File: config.mk
export PLATFORM = sky130hd
export DESIGN_NAME = mode_pwm_gate_drv
export DESIGN_NICKNAME = d
export VERILOG_FILES = /design/src/rtl/pwm_gate_pkg.sv /design/src/rtl/pwm_phase_ctr.sv /design/src/rtl/pwm_gate_decode.sv /design/src/rtl/pwm_oc_guard.sv /design/src/rtl/mode_pwm_gate_drv.sv
export SDC_FILE = /design/constraint.sdc
export NUM_CORES = 1
export LEC_CHECK = 0
export ABC_AREA = 1
export BUFFER_PORTS_ARGS = -buffer_cell sky130_fd_sc_hd__buf_2
export CAP_MARGIN = 20
export CORE_MARGIN = 1
export CORE_UTILIZATION = 50
export DETAILED_ROUTE_END_ITERATION = 10
export PLACE_DENSITY = 0.75
export SYNTH_ARGS = -nofsm -noshare
export SYNTH_HDL_FRONTEND = slang
export SYNTH_SLANG_ARGS = --single-unit
export TNS_END_PERCENT = 100
File: constraint.sdc
create_clock -name clk -period 7.1 [get_ports clk]
set_input_delay 0.355 -clock clk [delete_from_list [all_inputs] [get_ports clk]]
set_output_delay 0.355 -clock clk [all_outputs]
set_load 0.05 [all_outputs]
File: src/rtl/pwm_gate_pkg.sv
package pwm_gate_pkg;

  typedef enum logic [1:0] {
    MODE_OFF  = 2'b00,
    MODE_RUN  = 2'b01,
    MODE_STBY = 2'b10,
    MODE_HALT = 2'b11
  } drv_mode_e;

  // Frame length: halved in standby, never shorter than min_len.
  function automatic int frame_len(input int cfg, input bit half, input int min_len);
    int base;
    base = half ? (cfg >> 1) : cfg;
    return (base < min_len) ? min_len : base;
  endfunction

  // Turn-off phase of the high side, kept where both guard gaps fit.
  function automatic int edge_pos(input int duty, input int len, input int dead);
    if (duty < dead) return dead;
    if (duty > len - dead) return len - dead;
    return duty;
  endfunction

endpackage

File: src/rtl/pwm_phase_ctr.sv
module pwm_phase_ctr
  import pwm_gate_pkg::*;
#(
  parameter int CNT_W = 8,
  parameter int DEAD  = 4
) (
  input  logic             clk,
  input  logic             rst_n,
  input  logic             run_ok,
  input  drv_mode_e        mode_in,
  input  logic [CNT_W-1:0] period_cfg,
  input  logic [CNT_W-1:0] duty_cmd,
  output logic [CNT_W-1:0] phase_q,
  output logic [CNT_W-1:0] edge_q,
  output logic [CNT_W-1:0] len_q,
  output logic             active_q,
  output drv_mode_e        mode_q
);

  localparam int LMIN = 2 * DEAD + 2;

  logic             frame_wrap;
  logic [CNT_W-1:0] next_len;
  logic [CNT_W-1:0] next_edge;

  assign frame_wrap = !active_q || (phase_q == len_q - 1'b1);
  assign next_len   = CNT_W'(frame_len(int'(period_cfg), mode_in == MODE_STBY, LMIN));
  assign next_edge  = CNT_W'(edge_pos(int'(duty_cmd), int'(next_len), DEAD));

  always_ff @(posedge clk) begin
    if (!rst_n) begin
      phase_q  <= '0;
      active_q <= 1'b0;
      len_q    <= CNT_W'(LMIN);
      edge_q   <= CNT_W'(DEAD);
      mode_q   <= MODE_OFF;
    end else if (!run_ok) begin
      phase_q  <= '0;
      active_q <= 1'b0;
    end else if (frame_wrap) begin
      phase_q  <= '0;
      active_q <= 1'b1;
      len_q    <= next_len;
      edge_q   <= next_edge;
      mode_q   <= mode_in;
    end else begin
      phase_q  <= phase_q + 1'b1;
    end
  end

  AST_PHASE_IN_FRAME: assert property (@(posedge clk) disable iff (!rst_n)
    active_q |-> (phase_q < len_q));

  AST_FRAME_LATCHED: assert property (@(posedge clk) disable iff (!rst_n)
    (active_q && (phase_q != '0)) |-> ($stable(edge_q) && $stable(len_q)));

endmodule

File: src/rtl/pwm_gate_decode.sv
module pwm_gate_decode #(
  parameter int CNT_W = 8,
  parameter int DEAD  = 4
) (
  input  logic             clk,
  input  logic             rst_n,
  input  logic [CNT_W-1:0] phase_q,
  input  logic [CNT_W-1:0] edge_q,
  input  logic             active_q,
  input  logic             fault_q,
  output logic             gate_hi,
  output logic             gate_lo
);

  logic             drive_en;
  logic [CNT_W:0]   lo_start;

  assign drive_en = active_q && !fault_q;
  assign lo_start = {1'b0, edge_q} + (CNT_W+1)'(DEAD);
  assign gate_hi  = drive_en && (int'(phase_q) >= DEAD) && (phase_q < edge_q);
  assign gate_lo  = drive_en && ({1'b0, phase_q} >= lo_start);

  // Consecutive cycles with both gates low, saturating.
  logic [7:0] both_low_cnt;
  always_ff @(posedge clk) begin
    if (!rst_n) both_low_cnt <= '0;
    else if (gate_hi || gate_lo) both_low_cnt <= '0;
    else if (both_low_cnt != 8'hFF) both_low_cnt <= both_low_cnt + 1'b1;
  end

  AST_NO_OVERLAP: assert property (@(posedge clk) disable iff (!rst_n)
    !(gate_hi && gate_lo));

  AST_GUARD_GAP: assert property (@(posedge clk) disable iff (!rst_n)
    ($rose(gate_hi) || $rose(gate_lo)) |-> (int'(both_low_cnt) >= DEAD));

endmodule

File: src/rtl/pwm_oc_guard.sv
module pwm_oc_guard #(
  parameter int CNT_W = 8,
  parameter int DEAD  = 4,
  parameter int BLANK = 3
) (
  input  logic             clk,
  input  logic             rst_n,
  input  logic             gate_hi,
  input  logic [CNT_W-1:0] phase_q,
  input  logic             run_now,
  input  logic             run_latched,
  input  logic             oc_cmp,
  input  logic             fault_clr,
  output logic             fault_q
);

  logic oc_window;
  logic oc_hit;

  assign oc_window = gate_hi && run_now && run_latched && (int'(phase_q) >= DEAD + BLANK);
  assign oc_hit    = oc_window && oc_cmp;

  always_ff @(posedge clk) begin
    if (!rst_n)         fault_q <= 1'b0;
    else if (oc_hit)    fault_q <= 1'b1;
    else if (fault_clr) fault_q <= 1'b0;
  end

  // Length of the current high-side pulse so far, saturating.
  logic [7:0] hi_age;
  always_ff @(posedge clk) begin
    if (!rst_n) hi_age <= '0;
    else if (!gate_hi) hi_age <= '0;
    else if (hi_age != 8'hFF) hi_age <= hi_age + 1'b1;
  end

  AST_BLANK_HONOURED: assert property (@(posedge clk) disable iff (!rst_n)
    $rose(fault_q) |-> ($past(gate_hi) && (int'($past(hi_age)) >= BLANK)));

  AST_FAULT_STICKY: assert property (@(posedge clk) disable iff (!rst_n)
    (fault_q && !fault_clr) |=> fault_q);

  AST_STBY_NO_TRIP: assert property (@(posedge clk) disable iff (!rst_n)
    (!run_now && !fault_q) |=> !fault_q);

endmodule

File: src/rtl/mode_pwm_gate_drv.sv
module mode_pwm_gate_drv
  import pwm_gate_pkg::*;
#(
  parameter int CNT_W = 8,
  parameter int DEAD  = 4,
  parameter int BLANK = 3
) (
  input  logic             clk,
  input  logic             rst_n,
  input  logic [1:0]       mode,
  input  logic [CNT_W-1:0] period_cfg,
  input  logic [CNT_W-1:0] duty_cmd,
  input  logic             oc_cmp,
  input  logic             fault_clr,
  output logic             gate_hi,
  output logic             gate_lo,
  output logic             oc_fault
);

  drv_mode_e        mode_e;
  drv_mode_e        mode_q;
  logic             switching_mode;
  logic             run_ok;
  logic [CNT_W-1:0] phase_q;
  logic [CNT_W-1:0] edge_q;
  logic [CNT_W-1:0] len_q;
  logic             active_q;

  assign mode_e         = drv_mode_e'(mode);
  assign switching_mode = (mode_e == MODE_RUN) || (mode_e == MODE_STBY);
  assign run_ok         = switching_mode && !oc_fault;

  pwm_phase_ctr #(.CNT_W(CNT_W), .DEAD(DEAD)) ctr_i (
    .clk        (clk),
    .rst_n      (rst_n),
    .run_ok     (run_ok),
    .mode_in    (mode_e),
    .period_cfg (period_cfg),
    .duty_cmd   (duty_cmd),
    .phase_q    (phase_q),
    .edge_q     (edge_q),
    .len_q      (len_q),
    .active_q   (active_q),
    .mode_q     (mode_q)
  );

  pwm_gate_decode #(.CNT_W(CNT_W), .DEAD(DEAD)) dec_i (
    .clk      (clk),
    .rst_n    (rst_n),
    .phase_q  (phase_q),
    .edge_q   (edge_q),
    .active_q (active_q),
    .fault_q  (oc_fault),
    .gate_hi  (gate_hi),
    .gate_lo  (gate_lo)
  );

  pwm_oc_guard #(.CNT_W(CNT_W), .DEAD(DEAD), .BLANK(BLANK)) oc_i (
    .clk         (clk),
    .rst_n       (rst_n),
    .gate_hi     (gate_hi),
    .phase_q     (phase_q),
    .run_now     (mode_e == MODE_RUN),
    .run_latched (mode_q == MODE_RUN),
    .oc_cmp      (oc_cmp),
    .fault_clr   (fault_clr),
    .fault_q     (oc_fault)
  );

  AST_OFF_QUIET: assert property (@(posedge clk) disable iff (!rst_n)
    !switching_mode |=> (!gate_hi && !gate_lo));

  AST_FAULT_GATES_LOW: assert property (@(posedge clk) disable iff (!rst_n)
    oc_fault |-> (!gate_hi && !gate_lo));

  AST_RESET_QUIET: assert property (@(posedge clk)
    !rst_n |=> (!gate_hi && !gate_lo && !oc_fault));

endmodule

* After elaboration in Yosys (flattened, before gate mapping)
Index checks and enable logic that the tools add are counted.
** Operators by class
- Add/sub/neg operators :: 4
- $mul :: 0
- Divide/modulo/power cells :: 0
- $lt $le $gt $ge :: 7
- Equal/unequal tests :: 4
- Shift-type cells :: 0
- Multiplexer cells :: 11
- Bitwise gates (word level) :: 2
- Reductions and logical operators :: 17
** Operators with widths (number)
- two-way mux 8 bit :: 5
- less-than comparator 32 x 5 -> 1 bit (second input constant) :: 1
- >= comparator 8 x 3 -> 1 bit (second input constant) :: 2
- adder 8 x 3 -> 9 bit (second input constant) :: 1
- >= comparator 8 x 9 -> 1 bit :: 1
- > comparator 9 bit :: 1
- logical AND 1 bit :: 9
- subtractor 8 x 3 -> 9 bit (second input constant) :: 1
- adder 8 x 1 -> 8 bit (second input constant) :: 1
- equality test 8 bit :: 1
- less-than comparator 8 x 3 -> 1 bit (second input constant) :: 1
- less-than comparator 8 bit :: 1
- subtractor 8 x 1 -> 8 bit (second input constant) :: 1
- two-way mux 1 bit :: 5
- equality test 2 x 1 -> 1 bit (second input constant) :: 2
- AND reduction 2 bit :: 2
- two-way mux 3 bit :: 1
- OR reduction 3 bit :: 1
- equality test 2 bit (second input constant) :: 1
- zero test 1 bit :: 2
- logical OR 1 bit :: 2
- NOT 1 bit :: 2
- nonzero test 2 bit :: 1
** Word-level totals
- Register bits :: 28
- Bits in latches :: 0
- RAM bits :: 0
- ROM bits :: 0
- Input port bits :: 22
- Output and inout port bits :: 3
- Word-level logic and storage cells :: 51
- Memories :: 0

* Logic depth before layout (Yosys ltp)
- Word-level depth :: 10
- Depth in mapped cells :: 28
- Gate-level depth less buffers :: 27

* Modules after synthesis
Synthesis repeated with hierarchy kept, for this count alone.
** Second synthesis, totals
- Cells, all modules :: 394
- Area, all modules :: 2582.5 µm²
** By module, submodules not included
- pwm_phase_ctr :: instances 1, cells an instance 292, area each 1984.4 µm², sequential area each 540.5 µm²
- pwm_gate_decode :: instances 1, cells an instance 82, area each 491.7 µm², sequential area each 0.0 µm²
- pwm_oc_guard :: instances 1, cells an instance 15, area each 76.3 µm², sequential area each 20.0 µm²
- mode_pwm_gate_drv :: instances 1, cells an instance 5, area each 30.0 µm², sequential area each 0.0 µm²

* Worst setup path before layout
No wires, ideal clock.
- Kind :: input port to flip-flop
- Start point :: input mode[0]
- End point :: register ctr_i.edge_q[1]
- Library setup time :: 128 ps
- Arrival time :: 3209 ps
- Required time :: 6972 ps
- Path slack :: 3763 ps
- Stages on the path :: 26
- Buffers on the path :: 2
- Path through :: inv_1 ha_1 buf_6 inv_2 nand2_2 nand2_1 nand3b_4 nor2_4 inv_1 nand2_1 ha_1 nand2_1 nor2_2 xor2_1 inv_1 ha_1 a21o_1 a21oi_1 nand2_1 nand2_1 nand2_1 buf_4 o21ai_1 nor2_1 nor2_1 nor2_1
** Between the ends
- Cells in the longest elaborated chain, start to end :: 10
- Elaborated cells between the ends (all ways) :: 15
- Classes of those cells :: add/sub (1); order compare (2); eq/ne (2); mux (7); reduce/logical (3)
** Ends and longest elaborated chain
- start: declaration :: line mode_pwm_gate_drv.sv:10 : input logic [1:0] mode,
- equality test 2 bit :: line pwm_phase_ctr.sv:27, mode_pwm_gate_drv.sv:30
- two-way mux 8 bit :: line pwm_gate_pkg.sv:13 : base = half ? (cfg >> 1) : cfg;
- less-than comparator 32 x 5 -> 1 bit :: line pwm_gate_pkg.sv:14 : return (base < min_len) ? min_len : base;
- two-way mux 8 bit :: line pwm_gate_pkg.sv:14
- subtractor 8 x 3 -> 9 bit :: line pwm_gate_pkg.sv:20 : if (duty > len - dead) return len - dead;
- > comparator 9 bit :: line pwm_gate_pkg.sv:20
- two-way mux 1 bit (2 in a row) :: line pwm_gate_pkg.sv:20
- two-way mux 8 bit :: line pwm_gate_pkg.sv:21 : return duty;
- two-way mux 8 bit :: line pwm_gate_pkg.sv:20
- end signal: assignment :: line pwm_phase_ctr.sv:35 : edge_q <= CNT_W'(DEAD);
- end signal: assignment :: line pwm_phase_ctr.sv:44 : edge_q <= next_edge;
- end: declaration :: line pwm_phase_ctr.sv:14 : output logic [CNT_W-1:0] edge_q,
Parallel ways exist; a longest one is shown, timed or not. The select of a mux whose other input is x is not followed.
A chain may end at the register's enable or synchronous reset.

* Final worst setup path
- Start point :: input mode[0]
- End point :: register ctr_i.edge_q[5]
Same word-level chain as after synthesis.

==> flow_metrics.tcl <==
set metrics [dict create \
    min_period_ns 3.635 \
    clkSinkCount 28 \
    cts_resized 0 \
    insertion_delay_ns 0.29 \
    num_vias 2429 \
    grt_start_max_net_pins 20 \
    final_cell_mix "nand2_1, inv_1, nor2_1" \
    synth.ff_latch_count 28 \
    synthCells 385 \
    maxCapViolations 0 \
    start_util 0.5237 \
    worst_slew_margin_rel 0.6776 \
    place_area_um2 2673 \
    start_kind "input pin" \
    gp_congestion 0.9550 \
    cts_buffers 3 \
    synth_edf_count 0 \
    dr.first_iter.drc_count 133 \
    yosysUniqueCellTypes 35 \
    die_width_um 72.80 \
    avgSynthCellArea_um2 6.509 \
    drc_errors 0 \
    worstPathArrival_ns 3.85 \
    worstPathMaxFanout 12 \
    worst_slack_ns 3.465 \
    num_rows 25 \
    insertedDiodeCount 0 \
    cts_tree "done" \
    dp_hpwl_um 4617 \
    rsz0062_at_grt "false" \
    worstMarginPinSlew_ns 0.4830 \
    grt_overflow 0 \
    hp-class "input pin to flop" \
    routed_via_density 5.114 \
    htreeDepth 1 \
    power_frac_comb 0.339 \
    tns_ns 0 \
    internal_power_uw 305.1 \
    post_cts_buffers 0 \
    fin_area_um2 2744 \
    switching_power_uw 163.9 \
    p_leak_nw 1.360 \
    die-area_um2 5299 \
    area_growth_pct 9.486 \
    antenna_found_initial 0 \
    fin_crit_sh 0.5120 \
    swShare 0.3495 \
    dr.pass1.iters 4 \
    power_frac_seq 0.387 \
    cts_hold_buf 0 \
    p_per_area_nw_per_um2 170.9 \
    postRouteAntennaNets 0 \
    synth_flop_cell "dfxtp_1" \
    crit_required_ns 7.32 \
    clkTransAtPathRegs_ns 0.10 \
    finalNetCount 460 \
    finClkSkew_ns 0.01329 \
    post-place-ws_ns 3.165 \
    wire_per_inst_um 11.75 \
    outcome "complete, no violations" \
    clk_path_buf_depth 2 \
    end_kind "flop" \
    synth-seq-area-share 0.2237 \
    port_buffers 24 \
    synthesis.nets 436 \
    grt_pass1_wl_um 9942 \
    die_y_um 72.80 \
    syn_area_um2 2506 \
    yosys_warnings 0 \
    coreArea_um2 4786 \
    slew_viol_final 0 \
    cts_root_buffer "clkbuf_8" \
    stdcell_count 475 \
    worst_ir_drop_vdd_v 0.00007627 \
    final_common_cell "nand2_1" \
    placedCellCount 471 \
    ios 25 \
    holdWs_ns 0.3032 \
    ys_async_sr_fraction 0 \
    hold_viol_final 0 \
    routed_wl_um 5580 \
    fmax_ghz 0.2751 \
    grt_pass1_vias 2284 \
    path_class "input pin to flop" \
    track_usage 0.2389 \
    power_frac_clock 0.275 \
    setup_violations 0 \
    layout-drive-gt1-share 0.1299 \
]
## cell type report
| cell class | instances | area, µm² |
|---|---|---|
| tap | 67 | 83.83 |
| clock inverter | 1 | 30.03 |
| multi-input combinational | 291 | 1679 |
| timing repair buffer | 24 | 120.1 |
| inverter | 61 | 229.0 |
| clock buffer | 3 | 41.29 |
| sequential | 28 | 560.5 |
| fill | 479 | 2042 |
## worst paths after layout
| kind | endpoint | slack (ns) | cells past startpoint | start |
|---|---|---|---|---|
| hold / removal | oc_i.fault_q | 0.30 | 4 | fault_clr |
| setup reg to reg | ctr_i.len_q[4] | 5.07 | 13 | ctr_i.len_q[0] |
| hold reg to reg | ctr_i.mode_q[1] | 0.47 | 2 | ctr_i.mode_q[1] |
| setup / recovery | ctr_i.edge_q[5] | 3.46 | 26 | mode[0] |
## routing by layer
metal	global-route usage	vias to the layer above	wire [µm]
met3	0.01657	9	190
met1	0.3212	1073	2812
li1	-	1289	-
met2	0.3904	58	2451
met5	0	-	0
met4	0.1111	0	125
## sequential cells by signal (all words and copies together) (netlist names)
register / cells
ctr_i.active_q: 1
ctr_i.edge_q: 8
ctr_i.len_q: 8
ctr_i.mode_q: 2
ctr_i.phase_q: 8
oc_i.fault_q: 1
## power by group through the flow
stage | Sequential (mW) | Combinational, mW | Clock, mW
3_3_place_gp | 0.184 | 0.154 | 0
6_report | 0.181 | 0.159 | 0.129
4_1_cts | 0.181 | 0.159 | 0.132
3_5_place_dp | 0.185 | 0.158 | 0
2_1_floorplan | 0.182 | 0.127 | 0
5_1_grt | 0.183 | 0.185 | 0.138
## synth_stat cells (2+ instances only)
cell type	count	area share
o211ai_1	2	0.0060
inv_2	4	0.0060
nand3_2	3	0.012
nand2_2	2	0.0050
nand4_1	7	0.017
nor3_1	3	0.0060
o21ai_2	3	0.010
nand2_4	2	0.0090
nand2_1	79	0.12
a21oi_1	25	0.050
dfxtp_1	28	0.22
xor2_1	10	0.035
xnor2_1	4	0.014
nor2_2	8	0.020
nand3b_1	2	0.0060
o21ai_1	10	0.020
buf_6	2	0.0090
nor2_4	2	0.0090
o21ai_0	10	0.020
nor2_1	55	0.082
nor3b_1	2	0.0060
inv_1	57	0.085
nand3_1	24	0.048
clkbuf_1	2	0.0030
ha_1	29	0.14
## worst max-delay path: stages
cell and delay (ns):
buf_2 0.11, inv_1 0.05, ha_1 0.40, inv_2 0.12
nand2_2 0.10, nand2_1 0.05, nand3b_4 0.18, nor2_4 0.18
inv_1 0.05, nand2_1 0.09, ha_1 0.19, nand2_1 0.07
nor2_2 0.13, xor2_1 0.22, inv_1 0.06, ha_1 0.28
a21o_1 0.18, a21oi_1 0.12, nand2_1 0.06, nand2_1 0.13
nand2_1 0.24, nand2_1 0.14, nand2_1 0.06, nor2_1 0.13
nor2_1 0.05, nor2_1 0.08
## per-stage QoR
step	utilization	total power, mW
2_1_floorplan	-	0.3086
3_3_place_gp	0.5584	0.3381
3_5_place_dp	0.5584	0.3425
4_1_cts	0.5733	0.4719
5_1_grt	0.5733	0.5058
6_report	0.5733	0.4690
## cell families after synthesis
logic type,synth area share
compound gates,0.1243
xor+xnor,0.04892
fa+ha+maj,0.1448
buf+inv,0.1063
flops,0.2237
simple gates,0.3520
(Power assumes the default switching activity.)
